[src/rtl/cfgb_pkg.sv]
// Shared constants and types for the configuration port bridge.
// Assumes a 32-bit data path split into four byte lanes.
package cfgb_pkg;
    localparam int DW    = 32;
    localparam int LANES = DW / 8;
    localparam int LW    = $clog2(LANES);

    typedef enum logic [1:0] {
        ST_IDLE = 2'd0,
        ST_REQ  = 2'd1,
        ST_DONE = 2'd2
    } bridge_state_t;
endpackage

[src/rtl/cfgb_addr_latch.sv]
// Address word register of the bridge. It stores the enable bit, the bus,
// the device/function and the extended register index, and it splits the
// word into routing fields. It assumes that wr_en is only raised for a dword
// write to the address port while the bridge is idle.
module cfgb_addr_latch
    import cfgb_pkg::*;
(
    input  logic          clk,
    input  logic          rst_n,
    input  logic          wr_en,
    input  logic [DW-1:0] wr_word,
    output logic [DW-1:0] word_q,
    output logic          enable,
    output logic [7:0]    bus,
    output logic [7:0]    devfn,
    output logic [9:0]    dword_idx
);
    localparam logic [DW-1:0] KEEP_MASK = 32'h8FFF_FFFC;

    // Load the writable bits of the address word; reserved bits stay zero.
    always_ff @(posedge clk) begin
        if (!rst_n)
            word_q <= '0;
        else if (wr_en)
            word_q <= wr_word & KEEP_MASK;
    end

    // Split the stored word into the routing fields.
    always_comb begin
        enable    = word_q[31];
        bus       = word_q[23:16];
        devfn     = word_q[15:8];
        dword_idx = {word_q[27:24], word_q[7:2]};
    end


    reserved_zero_chk: assert property (@(posedge clk) disable iff (!rst_n)
        (word_q[30:28] == 3'b000) && (word_q[1:0] == 2'b00));
endmodule

[src/rtl/cfgb_lane_steer.sv]
// Byte-lane steering for data-window accesses. From the access size and the
// low port bits it picks the lane, forms the byte enables, places the write
// data on its lanes and brings the read data down to bit 0. It is purely
// combinational and assumes that the inputs stay stable for the whole access.
module cfgb_lane_steer
    import cfgb_pkg::*;
(
    input  logic [1:0]       size,
    input  logic [LW-1:0]    port_lo,
    input  logic [DW-1:0]    wdata_in,
    input  logic [DW-1:0]    rdata_in,
    output logic [LANES-1:0] be,
    output logic [DW-1:0]    wdata_out,
    output logic [DW-1:0]    rdata_out
);
    logic [LW-1:0]    lane;
    logic [LANES-1:0] width_mask;
    logic [DW-1:0]    rd_shifted;

    // Choose the lane and the width mask from the access size.
    always_comb begin
        case (size)
            2'd0: begin
                lane       = port_lo;
                width_mask = 4'b0001;
            end
            2'd1: begin
                lane       = {port_lo[1], 1'b0};
                width_mask = 4'b0011;
            end
            default: begin
                lane       = '0;
                width_mask = 4'b1111;
            end
        endcase
    end

    // Shift the enables and the data by whole lanes.
    always_comb begin
        be         = width_mask << lane;
        wdata_out  = wdata_in << {lane, 3'b000};
        rd_shifted = rdata_in >> {lane, 3'b000};
    end

    // Zero the read bytes that lie above the access width.
    for (genvar g = 0; g < LANES; g++) begin : g_rd_lane
        assign rdata_out[8*g +: 8] = width_mask[g] ? rd_shifted[8*g +: 8] : 8'h00;
    end
endmodule

[src/rtl/cfg_port_bridge.sv]
// Top level of the configuration port bridge. It decodes host port accesses,
// updates the address word, and turns data-window accesses into one
// downstream valid/ready request each. The host must hold io_req, io_addr,
// io_size, io_write and io_wdata until io_done, and drop io_req in the cycle
// after io_done. cfg_rdata must be valid in the cycle where cfg_ready is high.
module cfg_port_bridge
    import cfgb_pkg::*;
#(
    parameter int               IO_AW     = 16,
    parameter logic [IO_AW-1:0] ADDR_PORT = 16'hCF8,
    parameter logic [IO_AW-1:0] DATA_PORT = 16'hCFC
) (
    input  logic             clk,
    input  logic             rst_n,
    input  logic             io_req,
    input  logic             io_write,
    input  logic [IO_AW-1:0] io_addr,
    input  logic [1:0]       io_size,
    input  logic [DW-1:0]    io_wdata,
    output logic [DW-1:0]    io_rdata,
    output logic             io_done,
    output logic             cfg_valid,
    input  logic             cfg_ready,
    output logic             cfg_write,
    output logic [7:0]       cfg_bus,
    output logic [7:0]       cfg_devfn,
    output logic [9:0]       cfg_dword,
    output logic [LANES-1:0] cfg_be,
    output logic [DW-1:0]    cfg_wdata,
    input  logic [DW-1:0]    cfg_rdata
);
    localparam logic [DW-1:0] ALL_ONES = '1;

    bridge_state_t    state;
    logic             hit_addr;
    logic             hit_data;
    logic             latch_wr;
    logic             latch_en;
    logic [DW-1:0]    latch_word;
    logic [LANES-1:0] st_be;
    logic [DW-1:0]    st_wdata;
    logic [DW-1:0]    st_rdata;

    // Decode the host port: a dword address-port access, or the data window.
    always_comb begin
        hit_addr = (io_addr == ADDR_PORT) && io_size[1];
        hit_data = (io_addr[IO_AW-1:LW] == DATA_PORT[IO_AW-1:LW]);
        latch_wr = (state == ST_IDLE) && io_req && hit_addr && io_write;
    end

    cfgb_addr_latch u_latch (
        .clk       (clk),
        .rst_n     (rst_n),
        .wr_en     (latch_wr),
        .wr_word   (io_wdata),
        .word_q    (latch_word),
        .enable    (latch_en),
        .bus       (cfg_bus),
        .devfn     (cfg_devfn),
        .dword_idx (cfg_dword)
    );

    cfgb_lane_steer u_steer (
        .size      (io_size),
        .port_lo   (io_addr[LW-1:0]),
        .wdata_in  (io_wdata),
        .rdata_in  (cfg_rdata),
        .be        (st_be),
        .wdata_out (st_wdata),
        .rdata_out (st_rdata)
    );

    // Sequence each host access: local completion or one downstream request.
    always_ff @(posedge clk) begin
        if (!rst_n) begin
            state     <= ST_IDLE;
            cfg_valid <= 1'b0;
            cfg_write <= 1'b0;
            cfg_be    <= '0;
            cfg_wdata <= '0;
            io_rdata  <= '0;
        end else begin
            case (state)
                ST_IDLE: if (io_req) begin
                    if (hit_data && latch_en) begin
                        cfg_valid <= 1'b1;
                        cfg_write <= io_write;
                        cfg_be    <= st_be;
                        cfg_wdata <= io_write ? st_wdata : '0;
                        state     <= ST_REQ;
                    end else begin
                        io_rdata  <= (hit_addr && !io_write) ? latch_word : ALL_ONES;
                        state     <= ST_DONE;
                    end
                end
                ST_REQ: if (cfg_ready) begin
                    cfg_valid <= 1'b0;
                    io_rdata  <= cfg_write ? ALL_ONES : st_rdata;
                    state     <= ST_DONE;
                end
                default: state <= ST_IDLE;
            endcase
        end
    end

    // Completion is signalled for the single cycle spent in the done state.
    assign io_done = (state == ST_DONE);


    req_hold_chk: assert property (@(posedge clk) disable iff (!rst_n)
        cfg_valid && !cfg_ready |=> cfg_valid && $stable(cfg_be)
                                    && $stable(cfg_wdata) && $stable(cfg_write));

    done_after_hs_chk: assert property (@(posedge clk) disable iff (!rst_n)
        cfg_valid && cfg_ready |=> io_done && !cfg_valid);

    done_pulse_chk: assert property (@(posedge clk) disable iff (!rst_n)
        io_done |=> !io_done);

    req_enabled_chk: assert property (@(posedge clk) disable iff (!rst_n)
        cfg_valid |-> latch_en);

    be_legal_chk: assert property (@(posedge clk) disable iff (!rst_n)
        cfg_valid |-> ($countones(cfg_be) == 1 || cfg_be == 4'b0011
                       || cfg_be == 4'b1100 || cfg_be == 4'b1111));
endmodule

[config.mk]
export PLATFORM = sky130hd
export DESIGN_NAME = cfg_port_bridge
export DESIGN_NICKNAME = d
export VERILOG_FILES = /design/src/rtl/cfgb_pkg.sv /design/src/rtl/cfgb_addr_latch.sv /design/src/rtl/cfgb_lane_steer.sv /design/src/rtl/cfg_port_bridge.sv
export SDC_FILE = /design/constraint.sdc
export NUM_CORES = 1
export LEC_CHECK = 0
export ABC_AREA = 1
export BUFFER_PORTS_ARGS = -buffer_cell sky130_fd_sc_hd__buf_2
export CORE_MARGIN = 2
export CORE_UTILIZATION = 25
export DETAILED_ROUTE_END_ITERATION = 10
export GPL_ROUTABILITY_DRIVEN = 0
export PLACE_DENSITY = 0.47
export SLEW_MARGIN = 20
export SYNTH_ARGS = -nofsm -noshare
export SYNTH_HDL_FRONTEND = slang
export SYNTH_SLANG_ARGS = --single-unit
export TNS_END_PERCENT = 5
[constraint.sdc]
create_clock -name clk -period 1.6 [get_ports clk]
set_clock_uncertainty 0.1 [all_clocks]
set_input_delay 0.16 -clock clk [delete_from_list [all_inputs] [get_ports clk]]
set_output_delay 0.16 -clock clk [all_outputs]
set_load 0.02 [all_outputs]
==> out/metrics.csv <==
stage;metric;value;unit
timing;final-hold-violation-count;0;
timing;relSlewSlack;0.796;
synthesis;syn_inst;838;
synthesis;ys.flop_type;dfxtp_1;
timing;rsz0062_at_grt;yes;
floorplanning;die_w;151;um
route;route.detailed.drc;0;
critical_path;crit_chain;nand2_1 -> inv_1 -> nand3_2 -> nor2_4 -> nand3_2 -> nand2_4 -> inv_4 -> buf_12 -> clkbuf_16 -> a21oi_2;
synthesis;synthDistinctLibCells;28;
layout;n_antenna_cell;0;
global_route;track_usage;0.193;
critical_path;reg2reg_slack;50;ps
layout;area_growth;41.6;%
route;wl_per_cell;16.8;um
timing;fmax;0.645;GHz
route;num_vias;6256;
clock_network;cts_tree;yes;
global_route;grt_max_degree;34;
power_and_ir_drop;vdd.ir_drop.worst;0.450;mV
route;routed-wl-met3;1.40;mm
timing;drv_slew;0;
global_route;gr-total-overflow;0;
layout;design_area;0.00763;mm^2
synthesis;synth_area_leaders;dfxtp_1 (37%), nand2_1 (14%), a21oi_1 (8.9%);
critical_path;crit_path_start_kind;register;
route;routed_wirelength;22.4;mm
critical_path;path_buf_inv;4;
route;avgViaCountPerCell;4.68;
route;first_pass_iters;5;
synthesis;synthTopCellsByCount;nand2_1 (207), dfxtp_1 (99), a21oi_1 (96);
synthesis;synthArstFlopShare;0;
critical_path;arrival;1740;ps
critical_path;critPathRequiredTime;1790;ps
clock_network;clock_path_buffers;2;
clock_network;insertion_delay;360;ps
placement;dp_hpwl;17.5;mm
clock_network;root_buffer;clkbuf_16;
critical_path;worst-setup-path-type;register to register;
timing;setup_tns;0;ps
route;ant_nets;0;
floorplanning;start_util;0.256;
synthesis;yosysTopAreaCell;dfxtp_1;
layout;final_util;0.362;
floorplanning;die_y;151;um
timing;tightest_slew;305;ps
route;wl_met1;9.93;mm
clock_network;clock_sinks;99;
synthesis;synth_edf_count;0;
synthesis;syn_avg_cell_area;6.43;um^2
placement;placed_area;0.00694;mm^2
critical_path;crit_path_frequent_cell;nand3_2;
route;wl_met2;10.6;mm
clock_network;cts_buffers;9;
synthesis;synth_area;0.00539;mm^2
layout;nets;1145;
clock_network;clkTransAtPathRegs;80;ps
flow_run;maxCapViolCount;0;
route;top_layer;met5;
clock_network;htree_levels;3;
synthesis;ys.warnings.count;0;
synthesis;syn-num-nets;925;
power_and_ir_drop;p_per_area;764;mW/mm^2
timing;setup_viol;0;
min_path;hold_class;input port to register;
floorplanning;die-area;0.0227;mm^2
status;status;completed;
power_and_ir_drop;p_leak;3.76;nW
timing;fin_crit_sh;0.969;
route;drt_iter0_drc;337;
global_route;grt_pass1_vias;5837;
global_route;antenna_found_initial;2;
synthesis;ys_ff_latch;99;
floorplanning;rows;53;
critical_path;cp-end-kind;register;
synthesis;synth-seq-area-share;0.368;
critical_path;crit_slowest_cell;dfxtp_2;
synthesis;yosysMostFrequentCell;nand2_1;
global_route;grt_pass1_wl;33.3;mm
critical_path;crit_family;simple AND/OR/NAND/NOR gates;
timing;finalCriticalPeriod;1550;ps
placement;portBuffers;183;
floorplanning;io_pins;184;
layout;drive_gt1_frac;0.302;
critical_path;cp_max_fo;13;
floorplanning;core_area;0.0211;mm^2
critical_path;slowest_delay;340;ps
synthesis;synth_top_area_share;0.368;
## final timing paths
kind	startpoint	end	depth (start not counted)
max	u_latch.word_q[31]	io_rdata[6]	10
min	io_wdata[17]	u_latch.word_q[17]	3
max reg2reg	u_latch.word_q[31]	io_rdata[6]	10
min reg2reg	cfg_valid	cfg_valid	2
## placed cells by master (no fill, tap or decap), types with 2 or more instances in the layout
cell type      instances
a21oi_1               91
a21oi_2                5
buf_12                11
buf_2                184
buf_4                 46
buf_6                  6
clkbuf_16             11
clkinv_4               2
dfxtp_1               96
dfxtp_2                3
dlygate4sd3_1         16
inv_1                 74
inv_2                  7
inv_8                  3
nand2_1              206
nand2_2                3
nand3_1               70
nand3_2                5
nand3b_1               8
nand4_1               10
nor2_1                46
nor2_2                 7
nor2_4                 8
nor3_1                17
o211a_1                2
o211ai_1               8
o21a_1                 2
o21ai_0               70
o21ai_1               25
or2_2                 12
## metrics by stage
step                      power, mW  setup WS [ps]  cells  hold slack (ps)
final                          5.83           49.7   1338             13.0
after global placement         3.55          -63.8   1299              324
after floorplan                3.12           31.2    838              202
after CTS                      5.84           20.9   1331             10.8
after detailed placement       3.55          -63.7   1299              325
after global routing           6.11          -45.7   1338             27.2
## flip-flops by register name, indices dropped and copies added, names as in the netlist
name            count
cfg_wdata          32
cfg_valid           1
cfg_write           1
state               2
u_latch.word_q     27
cfg_be              4
io_rdata           32
## cell type report
cell class / count / area (um^2)
inverter: 82 / 310
multi-input combinational: 600 / 2920
clock buffer: 9 / 225
tap: 275 / 344
clock inverter: 7 / 67.6
timing repair buffer: 266 / 1780
sequential: 99 / 1990
fill: 2366 / 13500
## worst min-delay path: stages
cell and delay, ps:
buf_2 70, inv_1 70, a21oi_1 120
## metal layers
metal  global-route usage  vias to the layer above
li1                     -                     3183
met1                0.259                     2848
met2                0.315                      193
met3               0.0377                       28
met4               0.0589                        4
met5                    0                        -
## report_power, final
group	switching (mW)	internal (mW)	total, mW
combinational	0.608	0.396	1.00
clock	1.16	1.10	2.26
sequential	0.0428	2.53	2.57
## what timing repair did
item,CTS,global route
hold buffers,16,0
setup endpoints to repair,15,81
pin swaps,0,4
hold endpoints to repair,16,0
setup buffers,0,3
cloned,0,4
gates resized for setup,1,38
## cell families (layout without fill, tap and decap cells)
kind of cell / count (synthesis) / count (layout) / synth area share
compound gates: 205 / 205 / 0.197
simple gates: 395 / 395 / 0.326
flops: 99 / 99 / 0.368
buf+inv: 139 / 364 / 0.109
(Power assumes the default switching activity.)
